--- src/rtl/uart_route_pkg.sv ---
package uart_route_pkg;
  localparam int CTRL_BITS = 9;

  localparam int B_RXRST = 0;
  localparam int B_TXRST = 1;
  localparam int B_RXEN  = 2;
  localparam int B_RXDIS = 3;
  localparam int B_TXEN  = 4;
  localparam int B_TXDIS = 5;
  localparam int B_TMO   = 6;
  localparam int B_BRKGO = 7;
  localparam int B_BRKNO = 8;

  localparam logic [CTRL_BITS-1:0] CTRL_RST_VAL = 9'h128;
  localparam logic [CTRL_BITS-1:0] SELF_CLR_MASK =
    (9'd1 << B_RXRST) | (9'd1 << B_TXRST);

  typedef enum logic [1:0] {
    CM_NORMAL = 2'd0,
    CM_ECHO   = 2'd1,
    CM_LLOOP  = 2'd2,
    CM_RLOOP  = 2'd3
  } chan_mode_e;

  typedef struct packed {
    logic rx_fifo;
    logic rx_tx;
    logic host_tx;
    logic host_fifo;
  } route_t;

  function automatic route_t route_of(chan_mode_e m, logic rx_act, logic tx_act);
    route_t r;
    r.rx_fifo   = (m == CM_NORMAL || m == CM_ECHO) && rx_act;
    r.rx_tx     = (m == CM_ECHO || m == CM_RLOOP) && tx_act;
    r.host_tx   = (m == CM_NORMAL) && tx_act;
    r.host_fifo = (m == CM_LLOOP) && rx_act;
    return r;
  endfunction
endpackage

--- src/rtl/urt_ctrl_dec.sv ---
module urt_ctrl_dec
  import uart_route_pkg::*;
(
  input  logic                 clk,
  input  logic                 rst_n,
  input  logic                 wr_en,
  input  logic [CTRL_BITS-1:0] wdata,
  output logic [CTRL_BITS-1:0] ctrl_q,
  output logic                 rx_on,
  output logic                 tx_on,
  output logic                 brk_on,
  output logic                 rx_flush,
  output logic                 tx_flush,
  output logic                 tmo_kick
);
  always_ff @(posedge clk) begin
    if (!rst_n) begin
      ctrl_q   <= CTRL_RST_VAL;
      rx_flush <= 1'b0;
      tx_flush <= 1'b0;
      tmo_kick <= 1'b0;
    end else begin
      rx_flush <= wr_en && wdata[B_RXRST];
      tx_flush <= wr_en && wdata[B_TXRST];
      tmo_kick <= wr_en && wdata[B_TMO];
      if (wr_en) ctrl_q <= wdata & ~SELF_CLR_MASK;
    end
  end

  assign rx_on  = ctrl_q[B_RXEN]  && !ctrl_q[B_RXDIS];
  assign tx_on  = ctrl_q[B_TXEN]  && !ctrl_q[B_TXDIS];
  assign brk_on = ctrl_q[B_BRKGO] && !ctrl_q[B_BRKNO];


  rx_flush_src_chk: assert property (@(posedge clk) disable iff (!rst_n)
    rx_flush |-> $past(wr_en && wdata[B_RXRST]));

  tx_flush_one_chk: assert property (@(posedge clk) disable iff (!rst_n)
    tx_flush && !(wr_en && wdata[B_TXRST]) |=> !tx_flush);

  rx_dis_prio_chk: assert property (@(posedge clk) disable iff (!rst_n)
    wr_en && wdata[B_RXDIS] |=> !rx_on);

  tx_dis_prio_chk: assert property (@(posedge clk) disable iff (!rst_n)
    wr_en && wdata[B_TXDIS] |=> !tx_on);
endmodule

--- src/rtl/urt_route_core.sv ---
module urt_route_core
  import uart_route_pkg::*;
#(
  parameter int DATA_W = 8
) (
  input  logic              clk,
  input  logic              rst_n,
  input  chan_mode_e        mode,
  input  logic              rx_on,
  input  logic              tx_on,
  input  logic              rxd_valid,
  input  logic [DATA_W-1:0] rxd_data,
  output logic              rxd_ready,
  input  logic              host_valid,
  input  logic [DATA_W-1:0] host_data,
  output logic              host_ready,
  output logic              f_valid,
  output logic [DATA_W-1:0] f_data,
  input  logic              f_ready,
  output logic              t_valid,
  output logic [DATA_W-1:0] t_data,
  input  logic              t_ready
);
  route_t rt;

  always_comb begin
    rt         = route_of(mode, rx_on, tx_on);
    rxd_ready  = (!rt.rx_fifo || f_ready) && (!rt.rx_tx || t_ready);
    host_ready = (!rt.host_fifo || f_ready) && (!rt.host_tx || t_ready);
    f_valid    = (rt.rx_fifo && rxd_valid && (!rt.rx_tx || t_ready))
              || (rt.host_fifo && host_valid);
    t_valid    = (rt.rx_tx && rxd_valid && (!rt.rx_fifo || f_ready))
              || (rt.host_tx && host_valid);
    f_data     = rt.host_fifo ? host_data : rxd_data;
    t_data     = rt.host_tx ? host_data : rxd_data;
  end


  tx_gate_chk: assert property (@(posedge clk) disable iff (!rst_n)
    t_valid |-> tx_on);

  rx_gate_chk: assert property (@(posedge clk) disable iff (!rst_n)
    f_valid |-> rx_on);

  echo_lockstep_chk: assert property (@(posedge clk) disable iff (!rst_n)
    (mode == CM_ECHO && rx_on && tx_on && rxd_valid && rxd_ready)
      |-> (f_valid && t_valid && f_data == t_data));

  lloop_no_tx_chk: assert property (@(posedge clk) disable iff (!rst_n)
    mode == CM_LLOOP |-> !t_valid);

  rloop_no_fifo_chk: assert property (@(posedge clk) disable iff (!rst_n)
    mode == CM_RLOOP |-> !f_valid);
endmodule

--- src/rtl/urt_out_stage.sv ---
module urt_out_stage #(
  parameter int DATA_W = 8,
  parameter bit OUT_REG = 1'b1
) (
  input  logic              clk,
  input  logic              rst_n,
  input  logic              flush,
  input  logic              i_valid,
  input  logic [DATA_W-1:0] i_data,
  output logic              i_ready,
  output logic              o_valid,
  output logic [DATA_W-1:0] o_data,
  input  logic              o_ready
);
  generate
    if (OUT_REG) begin : g_reg
      logic              full_q;
      logic [DATA_W-1:0] data_q;

      assign i_ready = !full_q || o_ready;
      assign o_valid = full_q;
      assign o_data  = data_q;

      always_ff @(posedge clk) begin
        if (!rst_n) begin
          full_q <= 1'b0;
          data_q <= '0;
        end else if (flush) begin
          full_q <= 1'b0;
        end else if (i_ready) begin
          full_q <= i_valid;
          if (i_valid) data_q <= i_data;
        end
      end


      hold_chk: assert property (@(posedge clk) disable iff (!rst_n)
        o_valid && !o_ready && !flush |=> o_valid && $stable(o_data));

      flush_chk: assert property (@(posedge clk) disable iff (!rst_n)
        flush |=> !o_valid);
    end else begin : g_pass
      assign o_valid = i_valid && !flush;
      assign o_data  = i_data;
      assign i_ready = o_ready || flush;
    end
  endgenerate
endmodule

--- src/rtl/uart_chan_router.sv ---
module uart_chan_router
  import uart_route_pkg::*;
#(
  parameter int DATA_W  = 8,
  parameter bit OUT_REG = 1'b1
) (
  input  logic                 clk,
  input  logic                 rst_n,
  input  logic                 ctrl_wr,
  input  logic [CTRL_BITS-1:0] ctrl_wdata,
  input  logic [1:0]           chan_mode,
  input  logic                 host_valid,
  input  logic [DATA_W-1:0]    host_data,
  output logic                 host_ready,
  input  logic                 rxd_valid,
  input  logic [DATA_W-1:0]    rxd_data,
  output logic                 rxd_ready,
  output logic                 fifo_valid,
  output logic [DATA_W-1:0]    fifo_data,
  input  logic                 fifo_ready,
  output logic                 tx_valid,
  output logic [DATA_W-1:0]    tx_data,
  input  logic                 tx_ready,
  output logic [CTRL_BITS-1:0] ctrl_q,
  output logic                 rx_on,
  output logic                 tx_on,
  output logic                 brk_on,
  output logic                 rx_flush,
  output logic                 tx_flush,
  output logic                 tmo_kick
);
  logic              f_valid, f_ready, t_valid, t_ready;
  logic [DATA_W-1:0] f_data, t_data;

  urt_ctrl_dec u_ctrl (
    .clk      (clk),
    .rst_n    (rst_n),
    .wr_en    (ctrl_wr),
    .wdata    (ctrl_wdata),
    .ctrl_q   (ctrl_q),
    .rx_on    (rx_on),
    .tx_on    (tx_on),
    .brk_on   (brk_on),
    .rx_flush (rx_flush),
    .tx_flush (tx_flush),
    .tmo_kick (tmo_kick)
  );

  urt_route_core #(.DATA_W(DATA_W)) u_core (
    .clk        (clk),
    .rst_n      (rst_n),
    .mode       (chan_mode_e'(chan_mode)),
    .rx_on      (rx_on),
    .tx_on      (tx_on),
    .rxd_valid  (rxd_valid),
    .rxd_data   (rxd_data),
    .rxd_ready  (rxd_ready),
    .host_valid (host_valid),
    .host_data  (host_data),
    .host_ready (host_ready),
    .f_valid    (f_valid),
    .f_data     (f_data),
    .f_ready    (f_ready),
    .t_valid    (t_valid),
    .t_data     (t_data),
    .t_ready    (t_ready)
  );

  urt_out_stage #(.DATA_W(DATA_W), .OUT_REG(OUT_REG)) u_fifo_stage (
    .clk     (clk),
    .rst_n   (rst_n),
    .flush   (rx_flush),
    .i_valid (f_valid),
    .i_data  (f_data),
    .i_ready (f_ready),
    .o_valid (fifo_valid),
    .o_data  (fifo_data),
    .o_ready (fifo_ready)
  );

  urt_out_stage #(.DATA_W(DATA_W), .OUT_REG(OUT_REG)) u_tx_stage (
    .clk     (clk),
    .rst_n   (rst_n),
    .flush   (tx_flush),
    .i_valid (t_valid),
    .i_data  (t_data),
    .i_ready (t_ready),
    .o_valid (tx_valid),
    .o_data  (tx_data),
    .o_ready (tx_ready)
  );


  reset_idle_chk: assert property (@(posedge clk)
    !rst_n |=> !fifo_valid && !tx_valid && ctrl_q == CTRL_RST_VAL);
endmodule

--- config.mk ---
export PLATFORM = sky130hd
export DESIGN_NAME = uart_chan_router
export DESIGN_NICKNAME = d
export VERILOG_FILES = /design/src/rtl/uart_route_pkg.sv /design/src/rtl/urt_ctrl_dec.sv /design/src/rtl/urt_route_core.sv /design/src/rtl/urt_out_stage.sv /design/src/rtl/uart_chan_router.sv
export SDC_FILE = /design/constraint.sdc
export NUM_CORES = 1
export LEC_CHECK = 0
export BUFFER_PORTS_ARGS = -buffer_cell sky130_fd_sc_hd__clkbuf_2
export CAP_MARGIN = 20
export CELL_PAD_IN_SITES_DETAIL_PLACEMENT = 0
export CELL_PAD_IN_SITES_GLOBAL_PLACEMENT = 2
export CORE_ASPECT_RATIO = 1.4
export CORE_MARGIN = 8
export CORE_UTILIZATION = 26
export CTS_CLUSTER_DIAMETER = 120
export CTS_CLUSTER_SIZE = 12
export DETAILED_ROUTE_END_ITERATION = 8
export PLACE_DENSITY = 0.83
export SYNTH_ARGS = -nofsm -noshare
export SYNTH_HDL_FRONTEND = slang
export SYNTH_HIERARCHICAL = 1
export SYNTH_SLANG_ARGS = --single-unit
--- constraint.sdc ---
create_clock -name clk -period 1.9 [get_ports clk]
set_clock_uncertainty 0.05 [all_clocks]
set_input_delay 0.095 -clock clk [delete_from_list [all_inputs] [get_ports clk]]
set_output_delay 0.095 -clock clk [all_outputs]
set_load 0.03 [all_outputs]
* Word-level counts from Yosys, hierarchy flattened
Cells that the tools add are included.
W data, S select, Z words.
** Storage, ports and cells
- Register bits :: 28
- Latch bits :: 0
- RAM bits :: 0
- Memory bits (read-only) :: 0
- Output and inout port bits :: 35
- Word-level logic and storage cells :: 58
- Memories kept :: 0
** Operators by class
- Add/subtract/negate cells :: 0
- Multipliers :: 0
- Divide/modulo/power cells :: 0
- Order comparisons :: 0
- Equality and inequality tests :: 3
- Shift operators :: 0
- Multiplexer cells :: 2
- Bitwise logic cells :: 3
- Reductions and logical operators :: 42
** Operators with widths (count)
- $logic_and A1 B1 Y1 :: 18
- $mux W8 :: 2
- $logic_or A1 B1 Y1 :: 10
- $logic_not A1 Y1 :: 9
- $reduce_and A3 Y1 :: 2
- $eq A2 B2 Y1 const B :: 2
- $reduce_or A2 Y1 :: 2
- $not A1 Y1 :: 3
- $eq A2 B1 Y1 const B :: 1
- $logic_not A2 Y1 :: 1

* Longest topological paths before layout
Gate-level depths: netlist of the first run.
- Word-level depth :: 8
- Mapped depth :: 7

* By module
The synthesis of the first run kept the hierarchy.
** By module, submodules not included
- urt_out_stage :: instances 2, cells an instance 41, area an instance 382.9 µm², sequential area each 180.2 µm²
- urt_ctrl_dec :: instances 1, cells an instance 35, area an instance 382.9 µm², sequential area each 200.2 µm²
- urt_route_core :: instances 1, cells an instance 30, area an instance 301.5 µm², sequential area each 0.0 µm²

* Least setup slack after synthesis of the first run
OpenSTA, ideal clock, no wires.
- Path type :: register to register
- Start :: reg u_ctrl.ctrl_q[4]
- End :: reg u_tx_stage.g_reg.data_q[0], in the netlist u_tx_stage/o_data[0]
- Data arrival time :: 2.187 ns
- Required time :: 1.778 ns
- Path slack :: -0.408 ns
- Cell stages (with the launch flop) :: 7
- Path buffers :: 1
- Clock period less this slack :: 2.308 ns
- Path through :: dfxtp_1 nor2b_1 or4bb_1 o21ai_0 nor3b_2 buf_6 mux2i_1
** On the way
- Word-level cells in the longest chain between the ends :: 6
- Elaborated cells on any way between the ends :: 9
** RTL lines
- start: declaration :: RTL line urt_ctrl_dec.sv:8 : output logic [CTRL_BITS-1:0] ctrl_q,
- start signal: assignment :: RTL line urt_ctrl_dec.sv:26 : if (wr_en) ctrl_q <= wdata & ~SELF_CLR_MASK;
- $logic_and A1 B1 Y1 * :: RTL line urt_ctrl_dec.sv:31 : assign tx_on = ctrl_q[B_TXEN] && !ctrl_q[B_TXDIS];
- via tx_on :: RTL line uart_chan_router.sv:26 : output logic tx_on,
- $logic_and A1 B1 Y1 :: RTL line uart_route_pkg.sv:35 : r.rx_tx = (m == CM_ECHO || m == CM_RLOOP) && tx_act;
- $logic_and A1 B1 Y1 (2 in series) :: RTL line urt_route_core.sv:32 : t_valid = (rt.rx_tx && rxd_valid && (!rt.rx_fifo || f_ready))
- $logic_or A1 B1 Y1 * :: RTL line urt_route_core.sv:33 : || (rt.host_tx && host_valid);
- via t_valid :: RTL line uart_chan_router.sv:32 : logic f_valid, f_ready, t_valid, t_ready;
- $reduce_and A3 Y1 (no line) *
- end signal: assignment :: RTL line urt_out_stage.sv:32 : if (i_valid) data_q <= i_data;
- end: declaration :: RTL line urt_out_stage.sv:18 : logic [DATA_W-1:0] data_q;
The timed path passes the listed nets; every way through them passes the cells marked *.
A chain may end at the register's enable or synchronous reset.

* Final worst setup path of the first run
- Start :: reg u_ctrl.ctrl_q[4]
- End :: reg u_tx_stage.g_reg.data_q[0], in the netlist u_tx_stage/o_data[0]
** On the way
- Word-level cells in the longest chain between the ends :: 6
- Elaborated cells on any way between the ends :: 9
** RTL lines (RTL line)
- $logic_and A1 B1 Y1 * :: urt_ctrl_dec.sv:31
- $logic_and A1 B1 Y1 :: uart_route_pkg.sv:35
- $logic_and A1 B1 Y1 (2 in series) :: urt_route_core.sv:32
- $logic_or A1 B1 Y1 * :: urt_route_core.sv:33
- via t_valid :: uart_chan_router.sv:32
- $reduce_and A3 Y1 (no line) *
Marked as above.

==> results of run 1 <==
==> metrics by stage <==
stage	std cells	worst slack (ns)	setup TNS [ns]	power [mW]
floorplan	148	0.0337	0	0.738
global placement	281	0.0704	0	0.808
detailed placement	281	0.0114	0	0.809
CTS	288	0.0392	0	1.29
global route	289	-0.00262	-0.00358	1.34
finish	289	0.107	0	1.28
==> flip-flops by register name, indices dropped and copies added (netlist names) <==
register              flops
u_ctrl/rx_flush           1
u_fifo_stage/o_data       8
u_ctrl/tmo_kick           1
u_ctrl/tx_flush           1
u_ctrl/ctrl_q             7
u_tx_stage/o_valid        1
u_fifo_stage/o_valid      1
u_tx_stage/o_data         8
==> final cells by class <==
| type | count | area share [%] |
|---|---|---|
| flip-flops and latches | 28 | 28.0 |
| inverters | 3 | 0.561 |
| clock inverters | 1 | 1.50 |
| well taps | 68 | 4.24 |
| multi-input cells | 107 | 41.8 |
| clock buffers | 3 | 2.06 |
| repair buffers | 79 | 21.9 |
==> placed cells by master, fill, tap and decap left out <==
| cell type | instances |
|---|---|
| nor3b_1 | 3 |
| a31oi_1 | 1 |
| and3_2 | 3 |
| mux2i_1 | 23 |
| mux2_2 | 17 |
| dfxtp_2 | 1 |
| clkbuf_8 | 3 |
| buf_6 | 1 |
| or2b_1 | 1 |
| a32o_1 | 1 |
| conb_1 | 2 |
| o21ai_2 | 1 |
| nand3b_2 | 1 |
| inv_1 | 3 |
| nand2_1 | 35 |
| buf_4 | 9 |
| nor2_1 | 2 |
| nand3_1 | 1 |
| dlygate4sd3_1 | 3 |
| bufinv_16 | 1 |
| and2b_1 | 2 |
| clkbuf_2 | 66 |
| a2bb2oi_1 | 1 |
| dfxtp_1 | 27 |
| or4bb_1 | 1 |
| nor3b_4 | 3 |
| nor2b_4 | 4 |
| nor2b_1 | 5 |
==> cell families after synthesis <==
group | count (synthesis)
flip-flops | 28
AND/OR/NAND/NOR | 61
other | 1
multiplexers | 40
buffers and inverters | 13
AO/OA/AOI/OAI | 4
==> metal layers <==
layer	up-vias	routed length, µm	GRT usage, %
li1	637	-	-
met1	586	1530	9.78
met2	39	2010	16.3
met5	-	0	0
met4	0	62	3.99
met3	5	353	3.89
==> worst paths after layout <==
kind	from	to	slack, ns
setup / recovery	u_ctrl/ctrl_q[4]	u_tx_stage/o_data[0]	0.11
hold / removal	ctrl_wdata[0]	u_ctrl/rx_flush	0.01
setup reg to reg	u_ctrl/ctrl_q[4]	u_tx_stage/o_data[0]	0.11
hold reg to reg	u_tx_stage/o_data[2]	u_tx_stage/o_data[2]	0.41
==> report_power, final <==
group / switching [mW] / internal, mW
Clock: 0.196 / 0.282
Sequential: 0.0102 / 0.601
Combinational: 0.102 / 0.0867
Total: 0.308 / 0.970
==> repair_timing <==
item | in CTS | in global routing
hold buffers | 3 | 0
endpoints found under the hold margin | 3 | 0
gates resized for setup | 1 | 4
buffers inserted | 0 | 1
endpoints found under the setup margin | 1 | 8
==> metrics.md, run 1 <==
| Metric | Value |
|---|---|
| First-pass GRT wire length | `~6300 µm` |
| CORE AREA | `between 5000 and 6000 µm²` |
| Drt total wl | `approximately 4000 µm` |
| Pwr/cell area | `approximately 640 nW/µm²` |
| Mean Syn Cell Area | `9.86 µm²` |
| Final Cell Area | `2010 µm²` |
| Max-slew violations | `0` |
| CTS tree | `built` |
| Top post-synthesis cells by count | `35 x nand2_1, 28 x dfxtp_1, 23 x mux2i_1` |
| Sink Count | `28` |
| # diodes | `0` |
| Worst setup path class | `reg2reg` |
| Top_reg_cell synth | `dfxtp_1` |
| Dpl cell area | `1880 µm²` |
| Leak Pwr | `about 0.9 nW` |
| Area delta synth->final | `38.5%` |
| Initial Utilization | `between 20% and 30%` |
| Post-Synth XOR/XNOR Area | `0%` |
| WL/cell | `approximately 14 µm` |
| H-tree levels | `1` |
| Global route overflow | `0` |
| Adder-Cell Fraction of Synth Area | `0%` |
| Relative slew slack | `45.9%` |
| Warnings from Yosys | `6` |
| Clock buffer depth | `2` |
| Cell depth of the worst hold path | `2` |
| Vias in the first global route | `between 1k and 1.5k` |
| Total number of vias | `roughly 1.3k` |
| Critical Path Sink Type | `flip-flop` |
| Synth Instances | `about 150` |
| # setup viols final | `0` |
| CP max stage delay | `approximately 0.41 ns` |
| DR DRC count | `0` |
| Tcrit/Tclk final | `between 90% and 100%` |
| Via density | `4.38` |
| Num ports | `slightly below 70` |
| Seq/Total Area, Yosys | `between 30 and 40%` |
| Post-synth ARST share | `0%` |
| Buffers on Ports | `between 60 and 70` |
| Stages on the worst setup path | `7` |
| Rows | `32` |
| Run status | `completed` |
| Max frequency | `about 560 MHz` |
| Buf+Inv Stages, Crit Path | `2` |
| Simple-Gate Fraction of Synth Area | `roughly a quarter` |
| Largest family of logic cells by synthesized area | `multiplexers` |
| Synth Register Bits | `28` |
| Synth area leaders | `dfxtp_1 39%, mux2i_1 16%, mux2_2 13%, nand2_1 9.1%, nor2b_1 3.0%` |
| Router iterations before antenna repair | `4` |
| Tightest Pin Transition | `between 0.8 and 0.9 ns` |
| Largest net degree at the start of global routing | `45` |
| Cell family with most CP delay | `simple AND/OR/NAND/NOR gates` |
| Worst Path Max Fanout | `8` |
| Clock Pin Slew Worst Setup and Hold Paths | `roughly 0.10 ns` |
| Arrival time worst endpoint | `approximately 2 ns` |
| Most frequent cell after synthesis | `nand2_1` |
| EDFF count, synth | `0` |
| CP max stage cell | `or4bb_1` |
| Root Buffer | `clkbuf_8` |
| Filler cell count | `a little over 600` |
| Initial antenna violation count | `0` |
| Mux share of post-synthesis cell area | `roughly 29%` |
| Register area | `approximately 560 µm²` |
| Final nets | `approximately 260` |
| Die area | `8260 µm²` |
| Final core occ | `a little under two fifths` |
| R2R cell count | `7` |
| Min-Delay Path Class | `in2reg` |
| Die H | `roughly 100 µm` |
| Netlist cell types | `26` |
| Min cycle time layout | `between 1.5 and 2 ns` |
| Maxcap violations | `0` |
| Multi-input logic area | `~840 µm²` |
| Final hold viol count | `0` |
| Initial DRC Count | `24` |
| Detail Route Antenna Nets | `0` |
| Cell Chain, Critical Path | `nor2b_4 -> buf_4 -> or4bb_1 -> o21ai_2 -> nor3b_4 -> buf_6 -> mux2i_1` |
| Post-DP HPWL | `between 3000 and 4000 µm` |
| Total track usage | `under 10%` |
| Setup crit start kind | `flip-flop` |
| Complex-gate fraction of the synthesized area | `around 2.1%` |
| Num CTS Buffers | `3` |
| Worst-case vdd ir drop | `between 0.3 and 0.4 mV` |
| Yosys top cell by area | `dfxtp_1` |
| Chip width | `79.1 µm` |
| Required time of the critical path | `between 2 and 2.5 ns` |
| Layout cells sized above 1 | `about half` |
| Placer congestion estimate | `slightly below 0.7` |
| Worst hold slack | `between 0.01 and 0.015 ns` |
| Clock insertion delay at the later pin of the skew report | `about 0.28 ns` |
| Yosys top cell area share | `38.7%` |
| Synthesized cell area | `approximately 1500 µm²` |
Note: power is estimated with default switching activity, not from simulation.
==> run 2: changes to the inputs <==
--- a/config.mk
+++ b/config.mk
@@ -5,17 +5,18 @@
 export SDC_FILE = /design/constraint.sdc
 export NUM_CORES = 1
 export LEC_CHECK = 0
+export ABC_AREA = 1
 export BUFFER_PORTS_ARGS = -buffer_cell sky130_fd_sc_hd__clkbuf_2
 export CAP_MARGIN = 20
 export CELL_PAD_IN_SITES_DETAIL_PLACEMENT = 0
 export CELL_PAD_IN_SITES_GLOBAL_PLACEMENT = 2
 export CORE_ASPECT_RATIO = 1.4
 export CORE_MARGIN = 8
-export CORE_UTILIZATION = 26
+export CORE_UTILIZATION = 23
 export CTS_CLUSTER_DIAMETER = 120
 export CTS_CLUSTER_SIZE = 12
 export DETAILED_ROUTE_END_ITERATION = 8
-export PLACE_DENSITY = 0.83
+export PLACE_DENSITY = 0.82
 export SYNTH_ARGS = -nofsm -noshare
 export SYNTH_HDL_FRONTEND = slang
 export SYNTH_HIERARCHICAL = 1
==> run 2 against run 1 <==
Compared with the run above: non-clock buffer count grew 1; highest routed layer unchanged; global-route usage is essentially flat; clock power shrank 20%; design area grew 3.1%; first-iteration DRC count grew to 2.8 times the previous value; wire length grew 16%; via count grew 27%; final cell count grew 35%; utilization shrank 5.4 points; sequential share of layout area shrank 0.89 points; count of clock-buffer cells in the layout grew 1; sequential power grew 1%.
==> metrics.md, run 2 <==
| Metric | Value |
|---|---|
| Min cycle time layout | `about 1.7 ns` |
| Global route overflow | `0` |
| Buffers on Ports | `66` |
| Cell depth of the worst hold path | `4` |
| Post-DP HPWL | `between 3000 and 4000 µm` |
| Stages on the worst setup path | `11` |
| Yosys top cell area share | `a little over a third` |
| Tcrit/Tclk final | `a little under 90%` |
| Critical Path Sink Type | `flip-flop` |
| Seq/Total Area, Yosys | `roughly 36%` |
| Reg-to-reg startpoint | `u_ctrl/ctrl_q[4]` |
| Initial DRC Count | `67` |
| Num ports | `between 60 and 70` |
| Final hold viol count | `0` |
| Critical Path Source | `u_ctrl/ctrl_q[4]` |
| Post-synth ARST share | `0%` |
| Synth area leaders | `dfxtp_1 36%, nand2_1 18%, nand3_1 12%, inv_1 7.7%, a21oi_1 5.8%` |
| First-pass GRT wire length | `around 7500 µm` |
| Num CTS Buffers | `3` |
| Initial Utilization | `a little under a quarter` |
| Final core occ | `roughly a third` |
| Chip width | `about 86 µm` |
| Router iterations before antenna repair | `4` |
| Vias in the first global route | `between 1.5k and 2k` |
| R2R cell count | `11` |
| # setup viols final | `0` |
| Final Non-Filler Cells | `roughly 390` |
| Worst Path Max Fanout | `16` |
| Unrepaired setup endpoints after global routing | `false` |
| Layout cells sized above 1 | `roughly 29%` |
| Final Cell Area | `between 2000 and 2500 µm²` |
| Die area | `~10000 µm²` |
| Largest net degree at the start of global routing | `31` |
| CP max stage delay | `around 0.34 ns` |
| Tightest Pin Transition | `0.615 ns` |
| Clock buffer depth | `2` |
| Flop2flop setup slack | `around 0.23 ns` |
| Most frequent CP cell | `nand3_1` |
| Pwr/cell area | `585 nW/µm²` |
| Drt total wl | `approximately 4600 µm` |
| DR DRC count | `0` |
| Area delta synth->final | `32.6%` |
| Yosys top cell by area | `dfxtp_1` |
| Total number of vias | `between 1.5k and 2k` |
| WL/cell | `between 10 and 15 µm` |
| Cell family with most CP delay | `simple AND/OR/NAND/NOR gates` |
| Via density | `~4.1` |
| Crit path to | `u_fifo_stage/o_data[3]` |
| EDFF count, synth | `0` |
| Final Worst Setup Slack | `between 0.2 and 0.25 ns` |
| Relative slew slack | `between 50% and 60%` |
| Clock Pin Slew Worst Setup and Hold Paths | `about 0.1 ns` |
| Most common cell after layout, fill and taps aside | `nand2_1` |
| Arrival time worst endpoint | `1.80 ns` |
| Commonest cells after routing, fill and taps aside | `75 x nand2_1, 66 x clkbuf_2, 38 x nand3_1, 32 x inv_1, 28 x dfxtp_1` |
| Mean Syn Cell Area | `between 6 and 7 µm²` |
| Synthesized cell area | `1560 µm²` |
| Dpl cell area | `1920 µm²` |
| Max-slew violations | `0` |
| # hold bufs at CTS | `9` |
| Min-Delay Path Class | `in2reg` |
| Root Buffer | `clkbuf_8` |
| Sink Count | `28` |
| Placer congestion estimate | `about 0.81` |
| Final nets | `352` |
| PostCTS Resize Cnt | `0` |
| Setup crit start kind | `flip-flop` |
| Rows | `35` |
| Die H | `between 100 and 150 µm` |
| Synth Instances | `about 240` |
| Total track usage | `around a tenth` |
| Warnings from Yosys | `6` |
| Leak Pwr | `approximately 1.1 nW` |
| Post-CTS Setup Bufs | `0` |
| Synth Register Bits | `28` |
| Required time of the critical path | `2.03 ns` |
| CORE AREA | `6570 µm²` |
| CP max stage cell | `dfxtp_1` |
| CTS tree | `built` |
| Setup TNS | `0 ns` |
| Placed Cells | `378` |
| Most frequent cell after synthesis | `nand2_1` |
| Worst hold slack | `0.0918 ns` |
| Worst setup path class | `reg2reg` |
| Run status | `completed` |
| Clock insertion delay at the later pin of the skew report | `0.27 ns` |
| Cell Chain, Critical Path | `inv_1 -> nor2_4 -> buf_4 -> nand3_1 -> nand3_1 -> nand2_1 -> inv_1 -> nor2_4 -> nand3_1 -> nand2_1 -> nor2_1` |
| Netlist cell types | `16` |
| Initial antenna violation count | `0` |
| Buf+Inv Stages, Crit Path | `3` |
| Max frequency | `roughly 600 MHz` |
| Top_reg_cell synth | `dfxtp_1` |
| # diodes | `0` |
| Worst-case vdd ir drop | `0.282 mV` |
| Pre-CTS setup slack | `between 0.2 and 0.25 ns` |
| Tot Pwr | `around 1.2 mW` |
| Top post-synthesis cells by count | `75 x nand2_1, 38 x nand3_1, 32 x inv_1` |
| H-tree levels | `1` |
| R2R Path End | `u_fifo_stage/o_data[3]` |
| Maxcap violations | `0` |
| Detail Route Antenna Nets | `0` |
[run 2: cell count changes in the layout (fill, tap and decap cells not counted), sizes merged, moves of 3 or more]
cell         before  now
nor3b             6    0
mux2i            23    0
inv               3   35
nand2            35   81
nand3             1   39
mux2             17    0
and3              3    0
buf              10    5
dlygate4sd3       3    9
a21oi             0   18
nor2              2   28
nor2b             9    0
[run 2: where the power goes]
part	internal (mW)	total (mW)	switching, mW
clock network	0.186	0.381	0.195
registers	0.604	0.617	0.0129
logic	0.0799	0.214	0.134
[run 2: worst min-delay path: cells and delay by family]
| family | cells | cell delay (ns) |
|---|---|---|
| AOI/OAI and AO/OA | 1 | 0.11 |
| buffers and inverters | 2 | 0.12 |
| and+or+nand+nor | 1 | 0.05 |
[run 2: cell families after synthesis]
| group | Yosys count | synth area share (%) |
|---|---|---|
| DFF | 28 | 35.9 |
| AOI/OAI and AO/OA | 18 | 5.77 |
| other | 1 | 0.240 |
| buffers and inverters | 47 | 15.8 |
| and+or+nand+nor | 150 | 42.3 |
[run 2: metal layers]
metal | routed length, µm | GRT usage, %
met4 | 107 | 4.93
met2 | 2250 | 16.5
met1 | 1920 | 10.4
met5 | 0 | 0
met3 | 292 | 2.59
[run 2: final cells by class]
type | instances | area (µm²)
clock buffers | 4 | 55.1
fillers | 758 | 4500
inverters | 35 | 131
multi-input cells | 170 | 772
flip-flops and latches | 28 | 561
well taps | 74 | 92.6
repair buffers | 80 | 458
[run 2: worst min path at each step]
stage                                 endpoint  slack [ns]           from
after floorplan                u_ctrl/rx_flush        0.16  ctrl_wdata[0]
after global placement        u_ctrl/ctrl_q[8]        0.26  ctrl_wdata[8]
after detailed placement       u_ctrl/rx_flush        0.25  ctrl_wdata[0]
after CTS                   u_tx_stage/o_valid        0.08       tx_ready
after global routing      u_fifo_stage/o_valid        0.10     fifo_ready
final                       u_tx_stage/o_valid        0.09       tx_ready
==> run 3: changes to the inputs <==
--- a/config.mk
+++ b/config.mk
@@ -10,7 +10,7 @@
 export CAP_MARGIN = 20
 export CELL_PAD_IN_SITES_DETAIL_PLACEMENT = 0
 export CELL_PAD_IN_SITES_GLOBAL_PLACEMENT = 2
-export CORE_ASPECT_RATIO = 1.4
+export CORE_ASPECT_RATIO = 2
 export CORE_MARGIN = 8
 export CORE_UTILIZATION = 23
 export CTS_CLUSTER_DIAMETER = 120
==> run 3 against run 2 <==
Compared with the run above: critical path depth is 1 lower; worst hold slack worse by 0.081 ns; first-iteration DRC count is 36% lower; fmax is 1.7% higher; sequential share of layout area is 0.28 points lower; design area is 1.0% higher; via count is 2.1% lower; critical endpoint is now u_fifo_stage/o_data[1].
==> metrics.md, run 3 (synthesized netlist as in run 2, its figures left out) <==
| Metric | Value |
|---|---|
| Arrival time worst endpoint | `approximately 1.8 ns` |
| Setup crit start kind | `flip-flop` |
| Layout cells sized above 1 | `around 29%` |
| Maxcap violations | `0` |
| WL/cell | `about 11 µm` |
| Most frequent CP cell | `nand3_1` |
| Max frequency | `609 MHz` |
| Dpl cell area | `1940 µm²` |
| Tightest Pin Transition | `just over 0.6 ns` |
| Total track usage | `10.2%` |
| Pwr/cell area | `roughly 650 nW/µm²` |
| Final nets | `349` |
| Clock buffer depth | `2` |
| Router iterations before antenna repair | `4` |
| Min-Delay Path Class | `in2reg` |
| Via density | `just under 4` |
| Placed Cells | `a little under 400` |
| Buffers on Ports | `66` |
| Relative slew slack | `59.0%` |
| Critical Path Sink Type | `flip-flop` |
| Root Buffer | `clkbuf_16` |
| Leak Pwr | `approximately 1.1 nW` |
| Unrepaired setup endpoints after global routing | `false` |
| Required time of the critical path | `about 2 ns` |
| CP max stage delay | `0.40 ns` |
| DR DRC count | `0` |
| Sink Count | `28` |
| CTS tree | `built` |
| Worst setup path class | `reg2reg` |
| Clock insertion delay at the later pin of the skew report | `0.27 ns` |
| Post-DP HPWL | `3730 µm` |
| Num ports | `between 60 and 70` |
| Run status | `completed` |
| Drt total wl | `4600 µm` |
| Commonest cells after routing, fill and taps aside | `75 x nand2_1, 66 x clkbuf_2, 38 x nand3_1, 32 x inv_1, 28 x dfxtp_1` |
| Area delta synth->final | `34.0%` |
| Largest net degree at the start of global routing | `31` |
| Final Non-Filler Cells | `around 400` |
| # setup viols final | `0` |
| CP max stage cell | `dfxtp_1` |
| # diodes | `0` |
| H-tree levels | `1` |
| First-pass GRT wire length | `7860 µm` |
| Tcrit/Tclk final | `about 86%` |
| Min cycle time layout | `about 1.6 ns` |
| PostCTS Resize Cnt | `0` |
| CORE AREA | `about 6600 µm²` |
| Global route overflow | `0` |
| Cell Chain, Critical Path | `nor2_4 -> buf_4 -> nand3_1 -> nand3_1 -> nand2_1 -> inv_1 -> nor2_4 -> nand3_1 -> nand2_1 -> nor2_1` |
| Vias in the first global route | `~1.7k` |
| Worst Path Max Fanout | `16` |
| Total number of vias | `~1.6k` |
| Final hold viol count | `0` |
| Initial Utilization | `a little under a quarter` |
| Die area | `9840 µm²` |
| Most common cell after layout, fill and taps aside | `nand2_1` |
| Clock Pin Slew Worst Setup and Hold Paths | `~0.070 ns` |
| Rows | `42` |
| Placer congestion estimate | `roughly 0.8` |
| Die H | `between 100 and 150 µm` |
| Final Cell Area | `roughly 2100 µm²` |
| Initial antenna violation count | `0` |
| Chip width | `around 74 µm` |
| Worst-case vdd ir drop | `about 0.37 mV` |
| Num CTS Buffers | `3` |
| Detail Route Antenna Nets | `0` |
| Initial DRC Count | `43` |
| Max-slew violations | `0` |
## run 3: per-stage QoR
step	hold WS, ns	power (mW)	utilization (%)	setup slack [ns]	TNS, ns
after floorplan	0.157	0.761	-	-0.000960	-0.000960
after global placement	0.253	0.833	29.3	0.286	0
after detailed placement	0.251	0.833	29.3	0.269	0
after CTS	0.000845	1.39	31.6	0.252	0
after global routing	0.0111	1.44	31.6	0.0113	0
final	0.0106	1.36	31.6	0.258	0
## run 3: critical path, delay by kind of cell (launching register included)
kind                   cells  cell delay, ns
buffers and inverters      2            0.25
flip-flops                 1            0.40
AND/OR/NAND/NOR            8            0.85
## run 3: layer usage
metal | track usage, % | vias to the layer above | wire, µm
met5 | 0 | - | 0
met4 | 4.95 | 0 | 85
met3 | 1.59 | 4 | 230
met2 | 18.6 | 38 | 2500
met1 | 10.5 | 653 | 1790
li1 | - | 881 | -
## run 3: power breakdown
group	internal, mW	switching, mW
logic	0.0759	0.134
clock network	0.323	0.212
registers	0.604	0.0129
## run 3: final cells by class
class                   count  area [µm²]
inverters                  35         131
clock buffers               4        88.8
fillers                   808        4530
flip-flops and latches     28         561
repair buffers             77         428
multi-input cells         170         772
well taps                  88         110
## run 3: path summary, 6_finish.rpt
check	startpoint	end	slack [ns]	cells after the start
worst max register to register	u_ctrl/ctrl_q[5]	u_fifo_stage/o_data[1]	0.26	10
worst max-delay path	u_ctrl/ctrl_q[5]	u_fifo_stage/o_data[1]	0.26	10
worst min-delay path	ctrl_wdata[1]	u_ctrl/tx_flush	0.01	3
worst min register to register	u_ctrl/ctrl_q[6]	u_ctrl/ctrl_q[6]	0.42	2
## run 3: what timing repair did
action                                  CTS  global route
hold endpoints to repair                  6             0
hold buffers                              6             0
buffers inserted                          0             0
endpoints found under the setup margin    0             0
